File: src/rtl/fwd_verify_pkg.sv
package fwd_verify_pkg;

  typedef enum logic [2:0] {
    CZ_OK        = 3'd0,
    CZ_NODEP     = 3'd1,
    CZ_WRONG_SRC = 3'd2,
    CZ_ADDR      = 3'd3,
    CZ_SIZE      = 3'd4,
    CZ_XLINE     = 3'd5,
    CZ_MISSED    = 3'd6
  } cause_e;

  function automatic logic [3:0] size_bytes(input logic [1:0] code);
    size_bytes = 4'd1 << code;
  endfunction

endpackage

File: src/rtl/fwd_dep_scan.sv
module fwd_dep_scan #(
  parameter int NUM_ST = 4,
  parameter int AW     = 32,
  parameter int AGEW   = 4,
  parameter int IDXW   = 2
) (
  input  logic [AW-1:0]          ld_addr,
  input  logic [1:0]             ld_size,
  input  logic [AGEW-1:0]        ld_age,
  input  logic [NUM_ST-1:0]      st_valid,
  input  logic [NUM_ST*AW-1:0]   st_addr,
  input  logic [NUM_ST*2-1:0]    st_size,
  input  logic [NUM_ST*AGEW-1:0] st_age,
  output logic                   hit,
  output logic [IDXW-1:0]        idx
);
  import fwd_verify_pkg::*;

  logic [AW:0]         l_lo, l_hi;
  logic [NUM_ST-1:0]   cand;
  logic [AGEW-1:0]     best_age;

  assign l_lo = {1'b0, ld_addr};
  assign l_hi = l_lo + {{(AW-3){1'b0}}, size_bytes(ld_size)};

  for (genvar g = 0; g < NUM_ST; g++) begin : g_st
    logic [AW:0] s_lo, s_hi;
    assign s_lo = {1'b0, st_addr[g*AW +: AW]};
    assign s_hi = s_lo + {{(AW-3){1'b0}}, size_bytes(st_size[g*2 +: 2])};
    assign cand[g] = st_valid[g] && (st_age[g*AGEW +: AGEW] < ld_age)
                     && (s_lo < l_hi) && (l_lo < s_hi);
  end

  always_comb begin
    hit      = 1'b0;
    idx      = '0;
    best_age = '0;
    for (int i = 0; i < NUM_ST; i++) begin
      if (cand[i] && (!hit || st_age[i*AGEW +: AGEW] > best_age)) begin
        hit      = 1'b1;
        idx      = IDXW'(i);
        best_age = st_age[i*AGEW +: AGEW];
      end
    end
  end

endmodule

File: src/rtl/fwd_rule_chk.sv
module fwd_rule_chk #(
  parameter int AW         = 32,
  parameter int IDXW       = 2,
  parameter int LINE_BYTES = 64
) (
  input  logic [AW-1:0]   ld_addr,
  input  logic [1:0]      ld_size,
  input  logic            fwd,
  input  logic [IDXW-1:0] fwd_idx,
  input  logic            hit,
  input  logic [IDXW-1:0] blk_idx,
  input  logic [AW-1:0]   blk_addr,
  input  logic [1:0]      blk_size,
  output fwd_verify_pkg::cause_e cause,
  output logic            need_wait
);
  import fwd_verify_pkg::*;

  localparam int LOFFW = $clog2(LINE_BYTES);

  logic [LOFFW+1:0] end_ofs;
  logic             crosses;

  assign end_ofs = {2'b00, blk_addr[LOFFW-1:0]}
                 + {{(LOFFW-2){1'b0}}, size_bytes(blk_size)};
  assign crosses = end_ofs > (LOFFW+2)'(LINE_BYTES);

  always_comb begin
    if (!hit)                              cause = fwd ? CZ_NODEP : CZ_OK;
    else if (!fwd)                         cause = CZ_MISSED;
    else if (fwd_idx != blk_idx)           cause = CZ_WRONG_SRC;
    else if (ld_addr != blk_addr)          cause = CZ_ADDR;
    else if (ld_size > blk_size)           cause = CZ_SIZE;
    else if (crosses)                      cause = CZ_XLINE;
    else                                   cause = CZ_OK;
  end

  assign need_wait = hit && (cause != CZ_OK);

endmodule

File: src/rtl/fwd_hold_table.sv
module fwd_hold_table #(
  parameter int LTAGW = 4,
  parameter int STAGW = 4,
  localparam int NLD  = 2**LTAGW
) (
  input  logic             clk,
  input  logic             rst_n,
  input  logic             set_en,
  input  logic [LTAGW-1:0] set_ltag,
  input  logic [STAGW-1:0] set_stag,
  input  logic             cwr_valid,
  input  logic [STAGW-1:0] cwr_tag,
  output logic [NLD-1:0]   rel_mask
);

  logic [NLD-1:0]   held_q, held_d, rel_d;
  logic [STAGW-1:0] blk_q [NLD];
  logic             park, blk_we;

  assign park   = set_en && !(cwr_valid && cwr_tag == set_stag);
  assign blk_we = park;

  always_comb begin
    held_d = held_q;
    rel_d  = '0;
    for (int j = 0; j < NLD; j++) begin
      if (held_q[j] && cwr_valid && blk_q[j] == cwr_tag) begin
        rel_d[j]  = 1'b1;
        held_d[j] = 1'b0;
      end
    end
    if (set_en) begin
      if (park) held_d[set_ltag] = 1'b1;
      else      rel_d[set_ltag]  = 1'b1;
    end
  end

  always_ff @(posedge clk or negedge rst_n) begin
    if (!rst_n) begin
      held_q   <= '0;
      rel_mask <= '0;
    end else begin
      held_q   <= held_d;
      rel_mask <= rel_d;
    end
  end

  always_ff @(posedge clk) begin
    if (blk_we) blk_q[set_ltag] <= set_stag;
  end

endmodule

File: src/rtl/fwd_verify.sv
module fwd_verify #(
  parameter int NUM_ST     = 4,
  parameter int AW         = 32,
  parameter int AGEW       = 4,
  parameter int LTAGW      = 4,
  parameter int STAGW      = 4,
  parameter int LINE_BYTES = 64,
  parameter int IDXW       = (NUM_ST > 1) ? $clog2(NUM_ST) : 1
) (
  input  logic                      clk,
  input  logic                      rst_n,
  input  logic                      chk_valid,
  input  logic [LTAGW-1:0]          chk_ltag,
  input  logic [AW-1:0]             chk_addr,
  input  logic [1:0]                chk_size,
  input  logic [AGEW-1:0]           chk_age,
  input  logic                      chk_fwd,
  input  logic [IDXW-1:0]           chk_fwd_idx,
  input  logic [NUM_ST-1:0]         st_valid,
  input  logic [NUM_ST*AW-1:0]      st_addr,
  input  logic [NUM_ST*2-1:0]       st_size,
  input  logic [NUM_ST*AGEW-1:0]    st_age,
  input  logic [NUM_ST*STAGW-1:0]   st_tag,
  input  logic                      cwr_valid,
  input  logic [STAGW-1:0]          cwr_tag,
  output logic                      res_valid,
  output logic                      res_replay,
  output logic                      res_wait,
  output logic [2:0]                res_cause,
  output logic [LTAGW-1:0]          res_ltag,
  output logic [STAGW-1:0]          res_stag,
  output logic [2**LTAGW-1:0]       rel_mask
);
  import fwd_verify_pkg::*;

  logic             hit, need_wait;
  logic [IDXW-1:0]  blk_idx;
  logic [AW-1:0]    blk_addr;
  logic [1:0]       blk_size;
  logic [STAGW-1:0] blk_stag;
  cause_e           cause;

  logic             valid_q, wait_q;
  cause_e           cause_q;
  logic [LTAGW-1:0] ltag_q;
  logic [STAGW-1:0] stag_q;

  fwd_dep_scan #(.NUM_ST(NUM_ST), .AW(AW), .AGEW(AGEW), .IDXW(IDXW)) u_scan (
    .ld_addr (chk_addr),
    .ld_size (chk_size),
    .ld_age  (chk_age),
    .st_valid(st_valid),
    .st_addr (st_addr),
    .st_size (st_size),
    .st_age  (st_age),
    .hit     (hit),
    .idx     (blk_idx)
  );

  assign blk_addr = st_addr[blk_idx*AW +: AW];
  assign blk_size = st_size[blk_idx*2 +: 2];
  assign blk_stag = st_tag[blk_idx*STAGW +: STAGW];

  fwd_rule_chk #(.AW(AW), .IDXW(IDXW), .LINE_BYTES(LINE_BYTES)) u_rule (
    .ld_addr  (chk_addr),
    .ld_size  (chk_size),
    .fwd      (chk_fwd),
    .fwd_idx  (chk_fwd_idx),
    .hit      (hit),
    .blk_idx  (blk_idx),
    .blk_addr (blk_addr),
    .blk_size (blk_size),
    .cause    (cause),
    .need_wait(need_wait)
  );

  fwd_hold_table #(.LTAGW(LTAGW), .STAGW(STAGW)) u_hold (
    .clk      (clk),
    .rst_n    (rst_n),
    .set_en   (chk_valid && need_wait),
    .set_ltag (chk_ltag),
    .set_stag (blk_stag),
    .cwr_valid(cwr_valid),
    .cwr_tag  (cwr_tag),
    .rel_mask (rel_mask)
  );

  always_ff @(posedge clk or negedge rst_n) begin
    if (!rst_n) begin
      valid_q <= 1'b0;
      wait_q  <= 1'b0;
    end else begin
      valid_q <= chk_valid;
      wait_q  <= chk_valid && need_wait;
    end
  end

  always_ff @(posedge clk) begin
    if (chk_valid) begin
      cause_q <= cause;
      ltag_q  <= chk_ltag;
      stag_q  <= blk_stag;
    end
  end

  assign res_valid  = valid_q;
  assign res_wait   = wait_q;
  assign res_replay = valid_q && (cause_q != CZ_OK);
  assign res_cause  = cause_q;
  assign res_ltag   = ltag_q;
  assign res_stag   = stag_q;

endmodule

File: config.mk
export PLATFORM = sky130hd
export DESIGN_NAME = fwd_verify
export DESIGN_NICKNAME = d
export VERILOG_FILES = /design/src/rtl/fwd_verify_pkg.sv /design/src/rtl/fwd_dep_scan.sv /design/src/rtl/fwd_rule_chk.sv /design/src/rtl/fwd_hold_table.sv /design/src/rtl/fwd_verify.sv
export SDC_FILE = /design/constraint.sdc
export NUM_CORES = 1
export LEC_CHECK = 0
export BUFFER_PORTS_ARGS = -buffer_cell sky130_fd_sc_hd__buf_2
export CORE_ASPECT_RATIO = 0.6
export CORE_MARGIN = 5
export CORE_UTILIZATION = 30
export DETAILED_ROUTE_END_ITERATION = 8
export HOLD_SLACK_MARGIN = 0.08
export PLACE_DENSITY_LB_ADDON = 0.15
export SLEW_MARGIN = 20
export SYNTH_ARGS = -nofsm -noshare
export SYNTH_HDL_FRONTEND = slang
export SYNTH_SLANG_ARGS = --single-unit
File: constraint.sdc
create_clock -name clk -period 3.3 [get_ports clk]
set_clock_uncertainty 0.2 [all_clocks]
set_input_delay 0.495 -clock clk [delete_from_list [all_inputs] [get_ports clk]]
set_output_delay 0.495 -clock clk [all_outputs]
set_load 0.05 [all_outputs]
==> summary.txt, run 1 <==
Status
  – Status: finished, violations left
  – Failing checks: setup timing

STA
  – Fmax: 0.0897 GHz
  – Final worst slack: -7850 ps
  – Tmin final: 11150 ps
  – Tightest Pin Transition: 927 ps
  – Fin Setup TNS: -1202230 ps
  – RSZ-0062 raised after global routing: true
  – Final hold vios: 0
  – Final worst path period share: 3.38
  – Slew HR: 0.366
  – # setup viols final: 168
  – Hold Worst Slack: 211 ps
  – Final Max Tran Viols: 0

Placed design
  – Dpl hpwl: 78200 um
  – Gpl congestion: 1.07
  – Post-place setup slack: -8740 ps
  – Buffers added on ports: 254

CTS
  – Max clock buf depth: 2
  – Clk_lat worst skew: 360 ps
  – CTS H-tree lvls: 3
  – CTS tree: built
  – Num CTS Buffers: 9
  – Clock root buffer: clkbuf_16
  – Clk sinks: 109
  – Clock-pin slew on the worst setup and hold paths: 70 ps

Die
  – Die height: 191 um
  – Ports: 255
  – CORE AREA: 54200 sq um
  – # rows: 66
  – Initial Utilization: 0.303
  – Die width: 312 um
  – Die area: 59600 sq um

Setup path
  – Reg2Reg Setup Slack: 1720 ps
  – Setup crit end kind: flop
  – CP most frequent cell: buf_12
  – Reg2reg end: u_hold.held_q[0]
  – CP startpoint kind: input port
  – Crit Path Class: input port to flop
  – Critical Path Max Stage Delay: 590 ps
  – Crit path required time: 3330 ps
  – Worst Path Arrival: 11170 ps
  – R2R depth: 5
  – R2r startpoint: u_hold.blk_q[0][2]
  – Max FO, Critical Path: 13
  – Slowest-stage cell, CP: or4_4

Logic synthesis
  – Synth Net Count: 2473
  – Post-synthesis compound-gate area fraction: 0.217
  – EDFF count, synth: 75
  – Unique masters post-synth: 95
  – Ys flop type: edfxtp_1
  – Async set-or-reset flop fraction in the synthesized netlist: 0.312
  – XOR/XNOR share of the synthesized area: 0.117
  – Multiplexer share of the synthesized area: 0.00198
  – Syn avg cell area: 8.44 sq um
  – Synthesized cell area: 16400 sq um
  – Yosys warns: 0
  – Cells after Synth: 1945
  – Post-synthesis sequential element count: 109
  – Sequential element share of the synthesized area: 0.189
  – Adder-cell area share of the yosys netlist: 0.234
  – Post-Synth Simple-Gate Area: 0.208
  – Largest family of logic cells by synthesized area: adder cells

Detailed routing
  – 1st-pass router iterations: 6
  – Via Count: 19700
  – Final wirelength: 91700 um
  – Vias/cell: 5.59
  – Initial DRC Count: 2080
  – Residual DRC: 0
  – DRT antenna net count: 0
  – Routed len/inst: 26.0 um

Min path
  – Hold Path End: res_ltag[1]
  – Hold depth: 1
  – Worst Hold Class: input port to flop
  – Worst Min Path Start: chk_ltag[1]

Job
  – Max_cap viols: 0

Power and ir drop
  – PD cells: 335 nW/um^2
  – Max VDD drop: 0.238 mV
  – Tot Pwr: 8.37 mW
  – Leak pwr: 11.6 nW

Final layout
  – Most common cell after layout, fill and taps aside: buf_4
  – Fin nets: 3336
  – Most frequent cells in the layout: buf_4 (611), ha_1 (285), buf_2 (253), nand2_1 (147), xor2_1 (130)
  – Share of post-route cells with drive strength above 1: 0.386
  – Area Overhead vs Synth: 52.2%
  – Final core utilization: 0.461

GRT
  – Vias in the first global route: 18700
  – Total gr overflow: 0
  – Gr usage total: 0.290
  – First-pass GRT wire length: 127000 um
  – Largest net degree at the start of global routing: 37
  – Antenna violations before repair: 7
-- timing repair --
item,in CTS,in global routing
gates cloned,2,4
buffers inserted,12,33
setup endpoints to repair,168,168
pin swaps,19,86
gates resized for setup,43,111
hold endpoints to repair,34,0
hold buffers,1,0
-- per-stage QoR --
stage	instance area, sq um	std cells
global route	25000	3531
CTS	24000	3493
finish	25000	3533
global placement	23400	3463
detailed placement	23400	3463
floorplan	16900	1945
-- cell type report --
class | count | area, sq um
fill | 5352 | 29200
multi-input combinational | 1714 | 13800
clock buffer | 11 | 253
antenna | 6 | 15.0
sequential | 109 | 3100
clock inverter | 5 | 61.3
inverter | 68 | 268
tap | 714 | 893
timing repair buffer | 906 | 6560
-- per-layer routing --
| layer | part of all wire | global-route usage | vias up | wire (um) |
|---|---|---|---|---|
| li1 | - | - | 9191 | - |
| met1 | 0.49 | 0.456 | 9484 | 44900 |
| met2 | 0.37 | 0.382 | 970 | 33700 |
| met3 | 0.13 | 0.103 | 84 | 12100 |
| met4 | 0.012 | 0.0301 | 4 | 1090 |
| met5 | 0.00024 | 0 | - | 22 |
-- power breakdown --
group	internal [mW]	switching, mW
Combinational	2.37	3.08
Sequential	1.70	0.0737
Clock	0.637	0.500
-- worst max path at each step --
stage                 from  slack (ps)  depth (start not counted)                   to
2_1_floorplan  chk_size[1]       -8380                         69   u_hold.blk_q[5][0]
4_1_cts        chk_size[1]       -7770                         57  u_hold.blk_q[14][2]
5_1_grt        chk_size[0]       -8280                         66   u_hold.rel_mask[0]
3_5_place_dp    st_size[1]       -8740                         60  u_hold.blk_q[15][0]
3_3_place_gp    st_size[1]       -8700                         60  u_hold.blk_q[15][1]
6_report       chk_size[0]       -7850                         62   u_hold.rel_mask[0]
-- synth_stat cells (all sizes together) (9+ instances only) --
cell type / number / area (sq um)
nor2b: 34 / 213
inv: 68 / 255
xor2: 134 / 1170
a211oi: 19 / 148
nand2b: 20 / 125
a21oi: 152 / 764
o21ai: 106 / 531
nor3: 45 / 230
o22ai: 26 / 163
xnor2: 85 / 744
o211ai: 15 / 123
buf: 40 / 238
nand3: 83 / 415
a21o: 41 / 308
edfxtp: 75 / 2250
o41ai: 16 / 140
clkbuf: 15 / 56.3
nand4: 74 / 463
nor4: 12 / 87.6
a22oi: 9 / 67.6
nand2: 152 / 571
ha: 297 / 3720
and4: 21 / 184
o2111ai: 23 / 201
o32a: 12 / 120
nor2: 132 / 505
dfrtp: 34 / 851
and3: 32 / 205
and2: 19 / 121
or4: 11 / 82.6
o311ai: 11 / 96.3
-- critical path, delay by kind of cell --
family / cells / cell delay (ps)
multiplexers: 1 / 330
AO/OA/AOI/OAI: 21 / 3120
adder cells (fa/ha/maj): 5 / 1110
AND/OR/NAND/NOR: 24 / 4480
buffers and inverters: 10 / 1370
XOR/XNOR: 1 / 160
-- flip-flops by register name (all words and copies together) (netlist names) --
register and count:
res_valid 1, res_wait 1, u_hold.held_q 16, u_hold.blk_q 64
res_cause 3, res_stag 4, res_ltag 4, u_hold.rel_mask 16
-- logic make-up after synthesis --
family,count (synthesis)
flops,109
xor+xnor,219
buf+inv,123
fa+ha+maj,304
simple gates,660
compound gates,527
mux,3
Note: power is estimated with default switching activity, not from simulation.
==> run 2: changes to the inputs <==
--- a/config.mk
+++ b/config.mk
@@ -11,7 +11,7 @@
 export CORE_UTILIZATION = 30
 export DETAILED_ROUTE_END_ITERATION = 8
 export HOLD_SLACK_MARGIN = 0.08
-export PLACE_DENSITY_LB_ADDON = 0.15
+export PLACE_DENSITY_LB_ADDON = 0.08
 export SLEW_MARGIN = 20
 export SYNTH_ARGS = -nofsm -noshare
 export SYNTH_HDL_FRONTEND = slang
==> run 2 against run 1 <==
  * The flow still finishes with violations (setup timing)
  * Sequential power is essentially flat
  * First-iteration DRC count grew 0.96%
  * Global-route usage is essentially flat
  * Utilization grew 0.36 points
  * Final area grew 0.79%
  * Setup slack gained 72 ps
  * Critical path depth shrank 1
  * Fmax grew 0.65%
==> summary.txt, run 2 (synthesis gave the netlist of run 1 again) <==
Power and ir drop
  – Max VDD drop: 0.342 mV
  – Leak pwr: 11.7 nW
  – Tot Pwr: 8.40 mW
  – PD cells: 334 nW/um^2

STA
  – Slew HR: 0.411
  – Tmin final: 11080 ps
  – Final worst path period share: 3.36
  – RSZ-0062 raised after global routing: true
  – Final Max Tran Viols: 0
  – Final worst slack: -7780 ps
  – # setup viols final: 168
  – Fmax: 0.0903 GHz
  – Tightest Pin Transition: 883 ps
  – Final hold vios: 0

Setup path
  – Critical Path Max Stage Delay: 600 ps
  – Crit Path Class: input port to flop
  – CP most frequent cell: ha_4
  – Crit path required time: 3370 ps
  – Setup crit end kind: flop
  – Max FO, Critical Path: 6
  – CP startpoint kind: input port
  – Slowest-stage cell, CP: or4_4
  – Worst Path Arrival: 11150 ps

Placed design
  – DP Cell Count: 3461
  – Buffers added on ports: 254
  – Dpl hpwl: 77000 um
  – Gpl congestion: 1.01

Die
  – Die height: 191 um
  – Ports: 255
  – Die width: 312 um
  – # rows: 66
  – Die area: 59600 sq um
  – Initial Utilization: 0.303
  – CORE AREA: 54200 sq um

GRT
  – Antenna violations before repair: 4
  – First-pass GRT wire length: 128000 um
  – Vias in the first global route: 18800
  – Gr usage total: 0.290
  – Largest net degree at the start of global routing: 35
  – Total gr overflow: 0

Detailed routing
  – 1st-pass router iterations: 7
  – Initial DRC Count: 2100
  – Residual DRC: 0
  – DRT antenna net count: 0
  – Via Count: 19800
  – Routed len/inst: 25.6 um
  – Vias/cell: 5.61
  – Final wirelength: 90300 um

Final layout
  – Share of post-route cells with drive strength above 1: 0.391
  – Largest register FFs: 64
  – Fin nets: 3329
  – Most common cell after layout, fill and taps aside: buf_4
  – Top Registers: u_hold.blk_q (64), u_hold.held_q (16), u_hold.rel_mask (16)
  – Fin cells: 3521
  – Area Overhead vs Synth: 53.4%
  – Biggest register: u_hold.blk_q
  – Most frequent cells in the layout: buf_4 (592), ha_1 (287), buf_2 (252), nand2_1 (146), xor2_1 (131)

Job
  – Max_cap viols: 0

CTS
  – Max clock buf depth: 2
  – Clk_lat worst skew: 370 ps
  – Num CTS Buffers: 9
  – CTS H-tree lvls: 3
  – Clk sinks: 109
  – CTS tree: built
  – Clock root buffer: clkbuf_16
  – Clock-pin slew on the worst setup and hold paths: 80 ps

Status
  – Status: finished, violations left
  – Failing checks: setup timing

Min path
  – Worst Hold Class: input port to flop
-- run 2: changes by cell type in the layout (fill, tap and decap cells not counted), sizes merged --
| cell | change |
|---|---|
| diode | -5 |
| buf | -4 |
| clkbuf | -4 |
| bufinv | -1 |
| clkinv | +1 |
| clkinvlp | +1 |
| inv | +1 |
| o211ai | -1 |
-- run 2: through the flow --
| step | hold WS [ps] | setup WS, ps | cell area [sq um] | TNS [ps] | utilization |
|---|---|---|---|---|---|
| 2_1_floorplan | -0.591 | -8380 | 16900 | -1242620 | - |
| 3_3_place_gp | 269 | -8690 | 23400 | -1326180 | 0.433 |
| 3_5_place_dp | 279 | -8850 | 23400 | -1344760 | 0.433 |
| 4_1_cts | 185 | -7810 | 24400 | -1172190 | 0.451 |
| 5_1_grt | 210 | -8200 | 25200 | -1252930 | 0.465 |
| 6_report | 204 | -7780 | 25200 | -1181760 | 0.465 |
-- run 2: path summary, 6_finish.rpt --
check | startpoint | depth (start not counted) | slack [ps] | endpoint
max | chk_size[0] | 61 | -7780 | u_hold.rel_mask[9]
min reg2reg | u_hold.held_q[7] | 2 | 290 | u_hold.held_q[7]
max reg2reg | u_hold.blk_q[11][2] | 5 | 1670 | u_hold.held_q[11]
min | chk_ltag[1] | 1 | 200 | res_ltag[1]
min in group asynchronous | rst_n | 2 | 580 | u_hold.held_q[11]
max in group asynchronous | rst_n | 2 | 1750 | u_hold.held_q[14]
-- run 2: per-layer routing --
metal	part of all wire	up-vias	GRT usage
li1	-	9179	-
met1	0.51	9550	0.468
met2	0.36	941	0.377
met3	0.11	78	0.0851
met4	0.013	4	0.0341
met5	0.0016	-	0.0154
-- run 2: power breakdown --
| part | switching [mW] | internal, mW | leakage (nW) |
|---|---|---|---|
| Combinational | 3.08 | 2.44 | 10.4 |
| Sequential | 0.0737 | 1.70 | 1.14 |
| Clock | 0.565 | 0.539 | 0.144 |
-- run 2: timing repair --
item | CTS | global route
buffers inserted | 17 | 28
endpoints found under the setup margin | 168 | 168
hold endpoints to repair | 34 | 0
gates cloned | 3 | 1
gates resized for setup | 98 | 107
hold buffers | 1 | 0
pin swaps | 57 | 62
-- run 2: critical path, delay by kind of cell --
| family | cells | cell delay [ps] |
|---|---|---|
| buffers and inverters | 6 | 740 |
| adders and majority gates | 7 | 1780 |
| xor gates and xnor gates | 2 | 370 |
| muxes | 1 | 340 |
| and+or+nand+nor | 26 | 4530 |
| AOI/OAI and AO/OA | 19 | 2900 |
-- run 2: layout make-up --
| class | instances | area, sq um |
|---|---|---|
| flip-flops and latches | 109 | 3100 |
| clock inverters | 7 | 77.6 |
| inverters | 68 | 268 |
| fillers | 5353 | 29000 |
| multi-input cells | 1713 | 14000 |
| repair buffers | 900 | 6600 |
| diodes | 1 | 2.50 |
| clock buffers | 9 | 225 |
| well taps | 714 | 893 |
==> run 3: changes to the inputs <==
==> constraint.sdc (replaced) <==
create_clock -name clk -period 13.9 [get_ports clk]
set_clock_uncertainty 0.2 [all_clocks]
set_input_delay 2.085 -clock clk [delete_from_list [all_inputs] [get_ports clk]]
set_output_delay 2.085 -clock clk [all_outputs]
set_load 0.05 [all_outputs]
==> run 3 against run 2 <==
  * The flow now finishes without violations
  * Sequential power is 76% lower
  * Die area is the same
  * Highest routed layer unchanged
  * Utilization fell by 8.6 points
  * Combinational power is 81% lower
  * Setup slack improved by 8300 ps
  * Clock-buffer cell count stayed put
==> summary.txt, run 3 (synthesis gave the netlist of run 1 again) <==
Placed design
  – Post-place setup slack: -164 ps
  – DP Cell Count: 3048
  – Area after DPL: 20000 sq um
  – Gpl congestion: 1.01
  – Dpl hpwl: 71500 um
  – Buffers added on ports: 254

Setup path
  – CP startpoint kind: input port
  – Top delay family on crit path: simple AND/OR/NAND/NOR gates
  – Critical Path Max Stage Delay: 500 ps
  – Crit path required time: 13790 ps
  – Setup crit end kind: flop
  – Bufs and invs on worst path: 8
  – Crit Path Class: input port to flop
  – Max FO, Critical Path: 27
  – CP most frequent cell: ha_1
  – Worst Path Arrival: 13290 ps
  – Slowest-stage cell, CP: or4_1

Final layout
  – Top Registers: u_hold.blk_q (64), u_hold.held_q (16), u_hold.rel_mask (16)
  – Share of post-route cells with drive strength above 1: 0.231
  – Most frequent cells in the layout: ha_1 (297), buf_2 (254), buf_4 (186), nand2_1 (150), a21oi_1 (148)
  – Fin nets: 2879
  – Largest register FFs: 64
  – Biggest register: u_hold.blk_q
  – Fin cells: 3073
  – Most common cell after layout, fill and taps aside: ha_1
  – Layout fillers: 5681
  – Final cell area excluding filler cells: 20500 sq um
  – Area Overhead vs Synth: 24.8%

CTS
  – Max clock buf depth: 2
  – Clk sinks: 109
  – CTS tree: built
  – Num CTS Buffers: 9
  – Clock-pin slew on the worst setup and hold paths: 80 ps
  – Clk_lat worst skew: 360 ps
  – Post-CTS Hold Buffers: 0
  – CTS H-tree lvls: 3
  – Clock root buffer: clkbuf_16

STA
  – Slew HR: 0.338
  – Final Max Tran Viols: 0
  – Fin Setup TNS: 0 ps
  – Fmax: 0.0746 GHz
  – Final hold vios: 0
  – Tightest Pin Transition: 982 ps
  – Final worst path period share: 0.964
  – Final worst slack: 499 ps
  – Tmin final: 13400 ps
  – # setup viols final: 0

Status
  – Status: complete, no violations

Power and ir drop
  – Tot Pwr: 1.71 mW
  – PD cells: 83.6 nW/um^2
  – Max VDD drop: 0.0571 mV
  – Leak pwr: 9.00 nW

Die
  – Die height: 191 um
  – Ports: 255
  – Die width: 312 um
  – Initial Utilization: 0.303
  – # rows: 66
  – Die area: 59600 sq um
  – CORE AREA: 54200 sq um

Detailed routing
  – Vias/cell: 5.77
  – 1st-pass router iterations: 8
  – Residual DRC: 0
  – DRT antenna net count: 0
  – Routed len/inst: 27.3 um
  – Initial DRC Count: 1837
  – Via Count: 17700
  – Final wirelength: 83800 um

GRT
  – Largest net degree at the start of global routing: 35
  – Total gr overflow: 0
  – Antenna violations before repair: 6
  – Vias in the first global route: 16800
  – Gr usage total: 0.270
  – First-pass GRT wire length: 118000 um

Job
  – Max_cap viols: 0

Min path
  – Worst Hold Class: flop to flop
[run 3: changes by cell type in the layout (fill, tap and decap cells not counted), sizes merged]
cell and delta:
clkbuf -1, buf -448, diode +2, dlygate4sd3 -1
[run 3: what timing repair did]
action	4_1_cts	5_1_grt
setup buffers	0	5
endpoints found under the setup margin	0	100
resized for setup	0	30
[run 3: metrics by stage]
| stage | util | hold slack (ps) |
|---|---|---|
| after global placement | 0.369 | 271 |
| after CTS | 0.374 | 294 |
| after floorplan | - | 254 |
| after global routing | 0.378 | 307 |
| final | 0.378 | 290 |
| after detailed placement | 0.369 | 276 |
[run 3: path summary, 6_finish.rpt]
| path | from | end | slack [ps] | cells after the start |
|---|---|---|---|---|
| worst max-delay path | chk_size[0] | u_hold.blk_q[15][0] | 500 | 59 |
| worst min-delay path | u_hold.held_q[2] | u_hold.held_q[2] | 290 | 2 |
| worst max register to register | u_hold.blk_q[11][2] | u_hold.held_q[11] | 12330 | 5 |
| worst min register to register | u_hold.held_q[2] | u_hold.held_q[2] | 290 | 2 |
| max in group asynchronous | rst_n | res_wait | 11350 | 1 |
| min in group asynchronous | rst_n | u_hold.held_q[4] | 1610 | 1 |
[run 3: worst reg2reg max path: cells and delay by family, from the launching register on]
kind	cells	cell delay [ps]
simple gates	3	680
flops	1	380
xor+xnor	1	150
compound gates	1	60
[run 3: power breakdown]
part | internal, mW | leakage [nW] | switching (mW)
logic | 0.396 | 7.72 | 0.640
clock network | 0.126 | 0.141 | 0.128
registers | 0.404 | 1.14 | 0.0172
total | 0.926 | 9.00 | 0.786
[run 3: final cells by class]
class | instances | area, sq um | area share
antenna | 3 | 7.51 | 0.000367
timing repair buffer | 450 | 2850 | 0.139
tap | 714 | 893 | 0.0436
clock buffer | 9 | 225 | 0.0110
clock inverter | 7 | 66.3 | 0.00324
multi-input combinational | 1713 | 13100 | 0.639
sequential | 109 | 3100 | 0.151
inverter | 68 | 255 | 0.0125
[run 3: per-layer routing]
metal	up-vias	wire [um]	track usage
met3	82	10800	0.124
li1	8268	-	-
met5	-	168	0.0162
met2	810	30000	0.343
met1	8569	41600	0.413
met4	8	1150	0.0382
